--- config.mk ---
export PLATFORM = sky130hd
export DESIGN_NAME = mdec_word_decoder
export DESIGN_NICKNAME = d
export VERILOG_FILES = /design/src/rtl/mdec_pkg.sv /design/src/rtl/mdec_sampler.sv /design/src/rtl/mdec_word_fsm.sv /design/src/rtl/mdec_lb_check.sv /design/src/rtl/mdec_word_decoder.sv
export SDC_FILE = /design/constraint.sdc
export NUM_CORES = 1
export LEC_CHECK = 0
export BUFFER_PORTS_ARGS = -buffer_cell sky130_fd_sc_hd__buf_2
export CAP_MARGIN = 20
export CORE_ASPECT_RATIO = 0.9
export CORE_MARGIN = 1
export CORE_UTILIZATION = 60
export CTS_CLUSTER_SIZE = 20
export DETAILED_ROUTE_END_ITERATION = 16
export GPL_TIMING_DRIVEN = 0
export PLACE_DENSITY_LB_ADDON = 0.05
export SETUP_SLACK_MARGIN = 0.05
export SLEW_MARGIN = 20
export SYNTH_ARGS = -nofsm -noshare
export SYNTH_HDL_FRONTEND = slang
export SYNTH_SLANG_ARGS = --single-unit
--- constraint.sdc ---
create_clock -name clk -period 3.7 [get_ports clk]
set_input_delay 0.37 -clock clk [delete_from_list [all_inputs] [get_ports clk]]
set_output_delay 0.37 -clock clk [all_outputs]
set_load 0.005 [all_outputs]
--- src/rtl/mdec_pkg.sv ---
package mdec_pkg;

    typedef enum logic [2:0] {
        ERR_NONE   = 3'd0,
        ERR_SYNC   = 3'd1,
        ERR_MANCH  = 3'd2,
        ERR_SKEW   = 3'd3,
        ERR_COUNT  = 3'd4,
        ERR_PARITY = 3'd5
    } mdec_err_e;

    typedef enum logic [2:0] {
        ST_IDLE,
        ST_SYNC_A,
        ST_SYNC_B,
        ST_BITS,
        ST_DRAIN
    } mdec_state_e;

    typedef struct packed {
        logic idle;
        logic lvl;
    } mdec_smp_t;

    // true when v lies within c +/- t
    function automatic logic near(input int v, input int c, input int t);
        return (v >= c - t) && (v <= c + t);
    endfunction

endpackage

--- src/rtl/mdec_sampler.sv ---
module mdec_sampler
    import mdec_pkg::*;
(
    input  logic      clk,
    input  logic      rst,
    input  logic      smp_en,
    input  logic      rx_p,
    input  logic      rx_n,
    output logic      s_vld,
    output mdec_smp_t smp_q
);

    always_ff @(posedge clk) begin
        if (rst) begin
            s_vld <= 1'b0;
            smp_q <= '{idle: 1'b1, lvl: 1'b0};
        end else begin
            s_vld <= smp_en;
            if (smp_en) begin
                smp_q <= '{idle: (rx_p == rx_n), lvl: rx_p};
            end
        end
    end

    // line state only moves on a strobe
    a_r11_hold_between: assert property (@(posedge clk) disable iff (rst)
        !s_vld |-> $stable(smp_q));

endmodule

--- src/rtl/mdec_word_fsm.sv ---
module mdec_word_fsm
    import mdec_pkg::*;
#(
    parameter int SPB = 25,
    parameter int TOL = 3,
    parameter int DW  = 16
) (
    input  logic            clk,
    input  logic            rst,
    input  logic            s_vld,
    input  mdec_smp_t       smp,
    output logic            done_ok,
    output logic            done_err,
    output logic [DW-1:0]   data_q,
    output logic            cmd_q,
    output mdec_err_e       code_q
);

    localparam int HALF     = SPB / 2;
    localparam int SYNC_A   = SPB + HALF;
    localparam int SYNC_END = 3 * SPB;
    localparam int NBITS    = DW + 1;
    localparam int MID_LO   = TOL + 1;
    localparam int MID_HI   = SPB - 1 - TOL;
    localparam int CW       = $clog2(SYNC_END + 1);
    localparam int OW       = $clog2(SPB);
    localparam int BW       = $clog2(NBITS + 1);

    mdec_state_e      st_q, st_d;
    logic [CW-1:0]    cnt_q, cnt_d;
    logic [OW-1:0]    off_q, off_d;
    logic [BW-1:0]    bidx_q, bidx_d;
    logic [NBITS-1:0] sh_q, sh_d;
    logic             mid_q, mid_d;
    logic             pol_q, pol_d;
    logic             prev_q;
    logic             edge_c;
    logic             hit_err, hit_done;
    mdec_err_e        hit_code;

    assign edge_c = (smp.lvl != prev_q);

    always_comb begin
        st_d     = st_q;
        cnt_d    = cnt_q;
        off_d    = off_q;
        bidx_d   = bidx_q;
        sh_d     = sh_q;
        mid_d    = mid_q;
        pol_d    = pol_q;
        hit_err  = 1'b0;
        hit_done = 1'b0;
        hit_code = ERR_NONE;
        if (s_vld) begin
            unique case (st_q)
                ST_IDLE: begin
                    if (!smp.idle) begin
                        pol_d = smp.lvl;
                        cnt_d = CW'(1);
                        st_d  = ST_SYNC_A;
                    end
                end
                ST_SYNC_A: begin
                    cnt_d = cnt_q + CW'(1);
                    if (smp.idle) begin
                        hit_err  = 1'b1;
                        hit_code = ERR_SYNC;
                    end else if (edge_c) begin
                        if (!near(int'(cnt_q), SYNC_A, TOL)) begin
                            hit_err  = 1'b1;
                            hit_code = ERR_SYNC;
                        end else begin
                            st_d = ST_SYNC_B;
                        end
                    end else if (int'(cnt_q) >= SYNC_A + TOL) begin
                        hit_err  = 1'b1;
                        hit_code = ERR_SYNC;
                    end
                end
                ST_SYNC_B: begin
                    cnt_d = cnt_q + CW'(1);
                    if (smp.idle || (edge_c && int'(cnt_q) < SYNC_END - TOL)) begin
                        hit_err  = 1'b1;
                        hit_code = ERR_SYNC;
                    end else if (int'(cnt_q) == SYNC_END - 1) begin
                        st_d   = ST_BITS;
                        off_d  = '0;
                        bidx_d = '0;
                        mid_d  = 1'b0;
                    end
                end
                ST_BITS: begin
                    off_d = off_q + OW'(1);
                    if (smp.idle) begin
                        hit_err  = 1'b1;
                        hit_code = ERR_COUNT;
                    end else begin
                        if (edge_c && int'(off_q) >= MID_LO && int'(off_q) <= MID_HI) begin
                            if (mid_q) begin
                                hit_err  = 1'b1;
                                hit_code = ERR_MANCH;
                            end else if (!near(int'(off_q), HALF, TOL)) begin
                                hit_err  = 1'b1;
                                hit_code = ERR_SKEW;
                            end else begin
                                mid_d = 1'b1;
                                sh_d  = {sh_q[NBITS-2:0], ~smp.lvl};
                            end
                        end
                        if (!hit_err && int'(off_q) == SPB - 1) begin
                            if (!mid_q) begin
                                hit_err  = 1'b1;
                                hit_code = ERR_MANCH;
                            end else if (int'(bidx_q) == NBITS - 1) begin
                                if (^sh_q) begin
                                    hit_done = 1'b1;
                                end else begin
                                    hit_err  = 1'b1;
                                    hit_code = ERR_PARITY;
                                end
                            end else begin
                                bidx_d = bidx_q + BW'(1);
                                off_d  = '0;
                                mid_d  = 1'b0;
                            end
                        end
                    end
                end
                ST_DRAIN: begin
                    if (smp.idle) st_d = ST_IDLE;
                end
                default: st_d = ST_IDLE;
            endcase
            if (hit_err)  st_d = smp.idle ? ST_IDLE : ST_DRAIN;
            if (hit_done) st_d = ST_IDLE;
        end
    end

    always_ff @(posedge clk) begin
        if (rst) begin
            st_q     <= ST_IDLE;
            cnt_q    <= '0;
            off_q    <= '0;
            bidx_q   <= '0;
            sh_q     <= '0;
            mid_q    <= 1'b0;
            pol_q    <= 1'b0;
            prev_q   <= 1'b0;
            done_ok  <= 1'b0;
            done_err <= 1'b0;
            data_q   <= '0;
            cmd_q    <= 1'b0;
            code_q   <= ERR_NONE;
        end else begin
            st_q     <= st_d;
            cnt_q    <= cnt_d;
            off_q    <= off_d;
            bidx_q   <= bidx_d;
            sh_q     <= sh_d;
            mid_q    <= mid_d;
            pol_q    <= pol_d;
            done_ok  <= hit_done;
            done_err <= hit_err;
            if (s_vld) prev_q <= smp.lvl;
            if (hit_done) begin
                data_q <= sh_q[NBITS-1:1];
                cmd_q  <= pol_q;
                code_q <= ERR_NONE;
            end else if (hit_err) begin
                code_q <= hit_code;
            end
        end
    end

    // a clean word is reported for exactly one cycle
    a_r3_single_pulse: assert property (@(posedge clk) disable iff (rst)
        done_ok |=> !done_ok);

    // completions only follow a strobed sample
    a_r11_after_sample: assert property (@(posedge clk) disable iff (rst)
        (done_ok || done_err) |-> $past(s_vld));

    // skew is judged only while bits are being timed
    a_r5_skew_in_bits: assert property (@(posedge clk) disable iff (rst)
        (done_err && code_q == ERR_SKEW) |-> $past(st_q) == ST_BITS);

    // a short word is only detected during the data phase
    a_r7_count_in_bits: assert property (@(posedge clk) disable iff (rst)
        (done_err && code_q == ERR_COUNT) |-> $past(st_q) == ST_BITS);

    // sync faults come from the sync phase
    a_r2_sync_src: assert property (@(posedge clk) disable iff (rst)
        (done_err && code_q == ERR_SYNC) |-> ($past(st_q) == ST_SYNC_A || $past(st_q) == ST_SYNC_B));

    // the bit index never runs past the parity bit
    a_r4_bit_bound: assert property (@(posedge clk) disable iff (rst)
        st_q == ST_BITS |-> int'(bidx_q) < NBITS);

endmodule

--- src/rtl/mdec_lb_check.sv ---
module mdec_lb_check #(
    parameter int DW = 16
) (
    input  logic          done_ok,
    input  logic          done_err,
    input  logic [DW-1:0] data,
    input  logic          cmd,
    input  logic          lb_en,
    input  logic [DW-1:0] lb_word,
    input  logic          lb_cmd,
    output logic          fault
);

    logic mismatch;

    assign mismatch = (data != lb_word) || (cmd != lb_cmd);
    assign fault    = lb_en && (done_err || (done_ok && mismatch));

endmodule

--- src/rtl/mdec_word_decoder.sv ---
module mdec_word_decoder
    import mdec_pkg::*;
#(
    parameter int SPB = 25,
    parameter int TOL = 3,
    parameter int DW  = 16
) (
    input  logic          clk,
    input  logic          rst,
    input  logic          smp_en,
    input  logic          rx_p,
    input  logic          rx_n,
    input  logic          lb_en,
    input  logic [DW-1:0] lb_word,
    input  logic          lb_cmd,
    output logic          word_valid,
    output logic [DW-1:0] word_data,
    output logic          word_cmd,
    output logic          err_valid,
    output logic [2:0]    err_code,
    output logic          lb_fault
);

    logic      s_vld;
    mdec_smp_t smp;
    mdec_err_e code;

    mdec_sampler u_smp (
        .clk    (clk),
        .rst    (rst),
        .smp_en (smp_en),
        .rx_p   (rx_p),
        .rx_n   (rx_n),
        .s_vld  (s_vld),
        .smp_q  (smp)
    );

    mdec_word_fsm #(.SPB(SPB), .TOL(TOL), .DW(DW)) u_fsm (
        .clk      (clk),
        .rst      (rst),
        .s_vld    (s_vld),
        .smp      (smp),
        .done_ok  (word_valid),
        .done_err (err_valid),
        .data_q   (word_data),
        .cmd_q    (word_cmd),
        .code_q   (code)
    );

    assign err_code = code;

    mdec_lb_check #(.DW(DW)) u_lb (
        .done_ok  (word_valid),
        .done_err (err_valid),
        .data     (word_data),
        .cmd      (word_cmd),
        .lb_en    (lb_en),
        .lb_word  (lb_word),
        .lb_cmd   (lb_cmd),
        .fault    (lb_fault)
    );

    // a word ends in exactly one way
    a_r10_one_outcome: assert property (@(posedge clk) disable iff (rst)
        !(word_valid && err_valid));

    // the loopback fault only rides on a completion
    a_r9_fault_at_end: assert property (@(posedge clk) disable iff (rst)
        lb_fault |-> (word_valid || err_valid));

endmodule

==> impl_metrics.py <==
metrics = {
    "logic_synthesis": {
        "synthFlopType": "sky130_fd_sc_hd__dfxtp_1",
        "netlist_area_sq_um": 3592,
        "yosysSeqAreaShare_pct": 36.22,
        "mean_instance_size_in_the_synthesized_netlist_sq_um": 8.635,
        "synth_commonest_cells": "65 x sky130_fd_sc_hd__dfxtp_1, 55 x sky130_fd_sc_hd__nor2_1, 42 x sky130_fd_sc_hd__nand2_1",
        "synthTopCellsByArea": "sky130_fd_sc_hd__dfxtp_1 36%, sky130_fd_sc_hd__xnor2_1 6.6%, sky130_fd_sc_hd__mux2i_1 6.1%, sky130_fd_sc_hd__nor2_1 5.7%, sky130_fd_sc_hd__nand2_1 4.4%",
        "number_of_enable_flip_flop_cells_after_synthesis": 0,
        "yosys_register_bits": 65,
        "postSynth.asyncResetShare_pct": 0,
        "postSynthCellCount": 416,
        "syn-num-nets": 447,
        "post-synth-top-count-cell": "sky130_fd_sc_hd__dfxtp_1",
        "post_synth_num_cell_types": 60,
        "post-synth-top-area-fraction_pct": 36.22,
        "synth_top_area_cell": "sky130_fd_sc_hd__dfxtp_1",
        "yosysWarningCount": 0,
    },
    "clock_tree": {
        "clk_latency_ps": 350,
        "cts_tree": "done",
        "ctsRootBufferMaster": "sky130_fd_sc_hd__clkbuf_8",
        "postCtsSetupBuffers": 0,
        "numCtsBuffers": 9,
        "tritoncts_num_sinks": 65,
        "clock_buffer_depth": 2,
        "clkSlewWorstSetupHoldPaths_ps": 70,
        "cts_hold_buffers": 0,
        "ctsResizeCount": 0,
        "cts-htree-levels": 3,
    },
    "timing": {
        "finalSetupViolations": 0,
        "min_period_ps": 3060,
        "timing_hold_violations_final": 0,
        "timing_worst_slew_pin_value_ps": 757.3,
        "timing.final.max_slew_violations": 0,
        "timing.hold.ws_ps": 278.9,
        "grt_setup_unrepaired": "false",
        "max_freq_mhz": 326.8,
        "final.setup_skew_ps": 7.485,
        "totalNegativeSetupSlack_ps": 0,
        "period_share_pct": 82.71,
        "timing.max_slew.rel_slack_pct": 48.21,
    },
    "global_route": {
        "number_of_antenna_violations_at_the_first_check_in_global_routing": 0,
        "grt_use_total_pct": 27.66,
        "grt_max_degree": 12,
        "grt_pass1_vias": 2723,
        "overflow": 0,
        "grt_first_pass_wirelength_um": 13500,
    },
    "floorplan": {
        "design.die.area_sq_um": 6301,
        "floorplan.io_pins": 46,
        "die_wd_um": 83.56,
        "fp-row-count": 26,
        "dieHeight_um": 75.41,
        "initial_core_util_pct": 62.74,
        "core_region_area_sq_um": 5725,
    },
    "setup_path": {
        "endpoint_kind": "flip-flop",
        "critical_path.reg2reg.endpoint": "u_fsm.code_q[0]",
        "worst-r2r-cell-count": 9,
        "timing.critical_path.required_ps": 3920,
        "worstPathArrival_ps": 3280,
        "r2r-start": "u_fsm.cnt_q[0]",
        "critical_setup_path_kind": "reg2reg",
        "worst_setup_path_start_kind": "flip-flop",
        "cp_max_fo": 7,
        "reg2reg_slack_ps": 640,
    },
    "cells_and_area": {
        "synthToLayoutAreaGrowth_pct": 15.05,
        "nNetsFinal": 503,
        "multi_input_area_sq_um": 2125,
        "drive_gt1_share_pct": 20.59,
        "regArea_sq_um": 1301,
        "n_antenna_cell": 0,
        "fillCellCount": 451,
        "final_util_pct": 72.18,
        "layout.cell_area.non_filler_sq_um": 4133,
    },
    "flow_run": {
        "cap_violations": 0,
    },
    "power_and_ir_drop": {
        "static-leakage-power_uw": 0.001682,
        "power.density_nw_per_um2": 359.1,
        "peakVddDrop_mv": 0.3361,
    },
    "status": {
        "outcome": "finished, final reports clean",
    },
    "placed_design": {
        "dp.final_hpwl_um": 5974,
        "placement.io_buffers": 45,
        "detailed_place.area_sq_um": 3905,
        "gpl.final_weighted_congestion": 0.9433,
    },
    "min_path": {
        "hold_start": "smp_en",
        "min_to": "u_smp.s_vld",
        "min_path_cells": 2,
        "hold_class": "in2reg",
    },
    "routing": {
        "post-route-drc-count": 0,
        "via_per_inst": 5.755,
        "initialDrtViolationCount": 212,
        "routed_wirelength_um": 8200,
        "vias": 3142,
        "antenna_violating_nets_post_route": 0,
        "drt-wirelength-per-cell_um": 15.02,
        "drtPass1Iterations": 5,
    },
}
-- placed cells by master, fill, tap and decap left out, drive strengths merged, types with 4 or more instances in the layout --
master,count
a21oi,35
nand3,9
dfxtp,65
a31oi,4
nor4,4
ha,8
o31ai,8
clkbuf,27
o21ai,9
nor2,55
nand4,9
buf,52
nand2,51
xor2,14
nand2b,6
nor2b,6
mux2i,22
xnor2,29
nor3,6
inv,11
-- state kept, by name, indices dropped and copies added, names as in the netlist, 2 cells and up --
register,cells
u_fsm.off_q,5
u_smp.smp_q,2
u_fsm.sh_q,17
u_fsm.data_q,16
u_fsm.code_q,3
u_fsm.bidx_q,5
u_fsm.cnt_q,7
u_fsm.st_q,3
-- report_power, final --
group          total (uW)  switching, uW  internal [uW]
logic                84.6           51.5           33.1
registers             708           4.19            704
clock network         692            278            413
-- metal layers --
layer,global-route usage (%),routed length [um]
met5,0,0
met4,6.591,64
met3,7.584,567
met2,41.37,3611
met1,39.96,3957
-- worst max-delay path by stage --
| stage | start | end | slack [ps] | depth (start not counted) |
|---|---|---|---|---|
| floorplan | u_fsm.cnt_q[0] | u_fsm.code_q[0] | 1320 | 9 |
| global placement | u_fsm.cnt_q[0] | u_fsm.code_q[0] | 770 | 9 |
| detailed placement | u_fsm.cnt_q[0] | u_fsm.code_q[0] | 810 | 9 |
| CTS | u_fsm.cnt_q[0] | u_fsm.code_q[0] | 760 | 9 |
| global route | u_fsm.cnt_q[0] | u_fsm.code_q[0] | 410 | 9 |
| finish | u_fsm.cnt_q[0] | u_fsm.code_q[0] | 640 | 9 |
-- worst max-delay path, cell delays in order (launching register included) --
cell and delay (ps):
sky130_fd_sc_hd__dfxtp_1 440, sky130_fd_sc_hd__inv_1 110, sky130_fd_sc_hd__ha_1 220, sky130_fd_sc_hd__nor4_1 240, sky130_fd_sc_hd__nor4_2 110, sky130_fd_sc_hd__a2111oi_0 730, sky130_fd_sc_hd__o21bai_1 300, sky130_fd_sc_hd__a311oi_4 100
sky130_fd_sc_hd__a2111oi_1 570, sky130_fd_sc_hd__a2111oi_2 100
-- cell families (layout without fill, tap and decap cells) --
group                    Yosys count  after routing  share of synthesized area, %
flip-flops                        65             65                         36.22
AND/OR/NAND/NOR                  160            160                         21.80
buffers and inverters             34             94                         4.633
multiplexers                      23             23                         6.444
AO/OA/AOI/OAI                     82             82                         16.34
adder cells (fa/ha/maj)            8              8                         2.787
XOR/XNOR                          44             44                         11.77
-- metrics by stage --
step           instances  power, uW  worst slack (ps)
2_1_floorplan        416      776.9              1316
3_3_place_gp         531      805.9             767.8
3_5_place_dp         531      807.3             810.1
4_1_cts              546       1492             757.0
5_1_grt              546       1537             407.3
6_report             546       1484             639.8
-- area by class of cell --
| type | count | area share, % |
|---|---|---|
| buffer | 23 | 3.028 |
| clock buffer | 11 | 3.663 |
| clock inverter | 4 | 1.847 |
| inverter | 11 | 0.9991 |
| multi-input combinational | 317 | 51.41 |
| sequential | 65 | 31.49 |
| tap | 70 | 2.119 |
| timing repair buffer | 45 | 5.450 |
No activity file was read; power rests on OpenSTA's default activity.
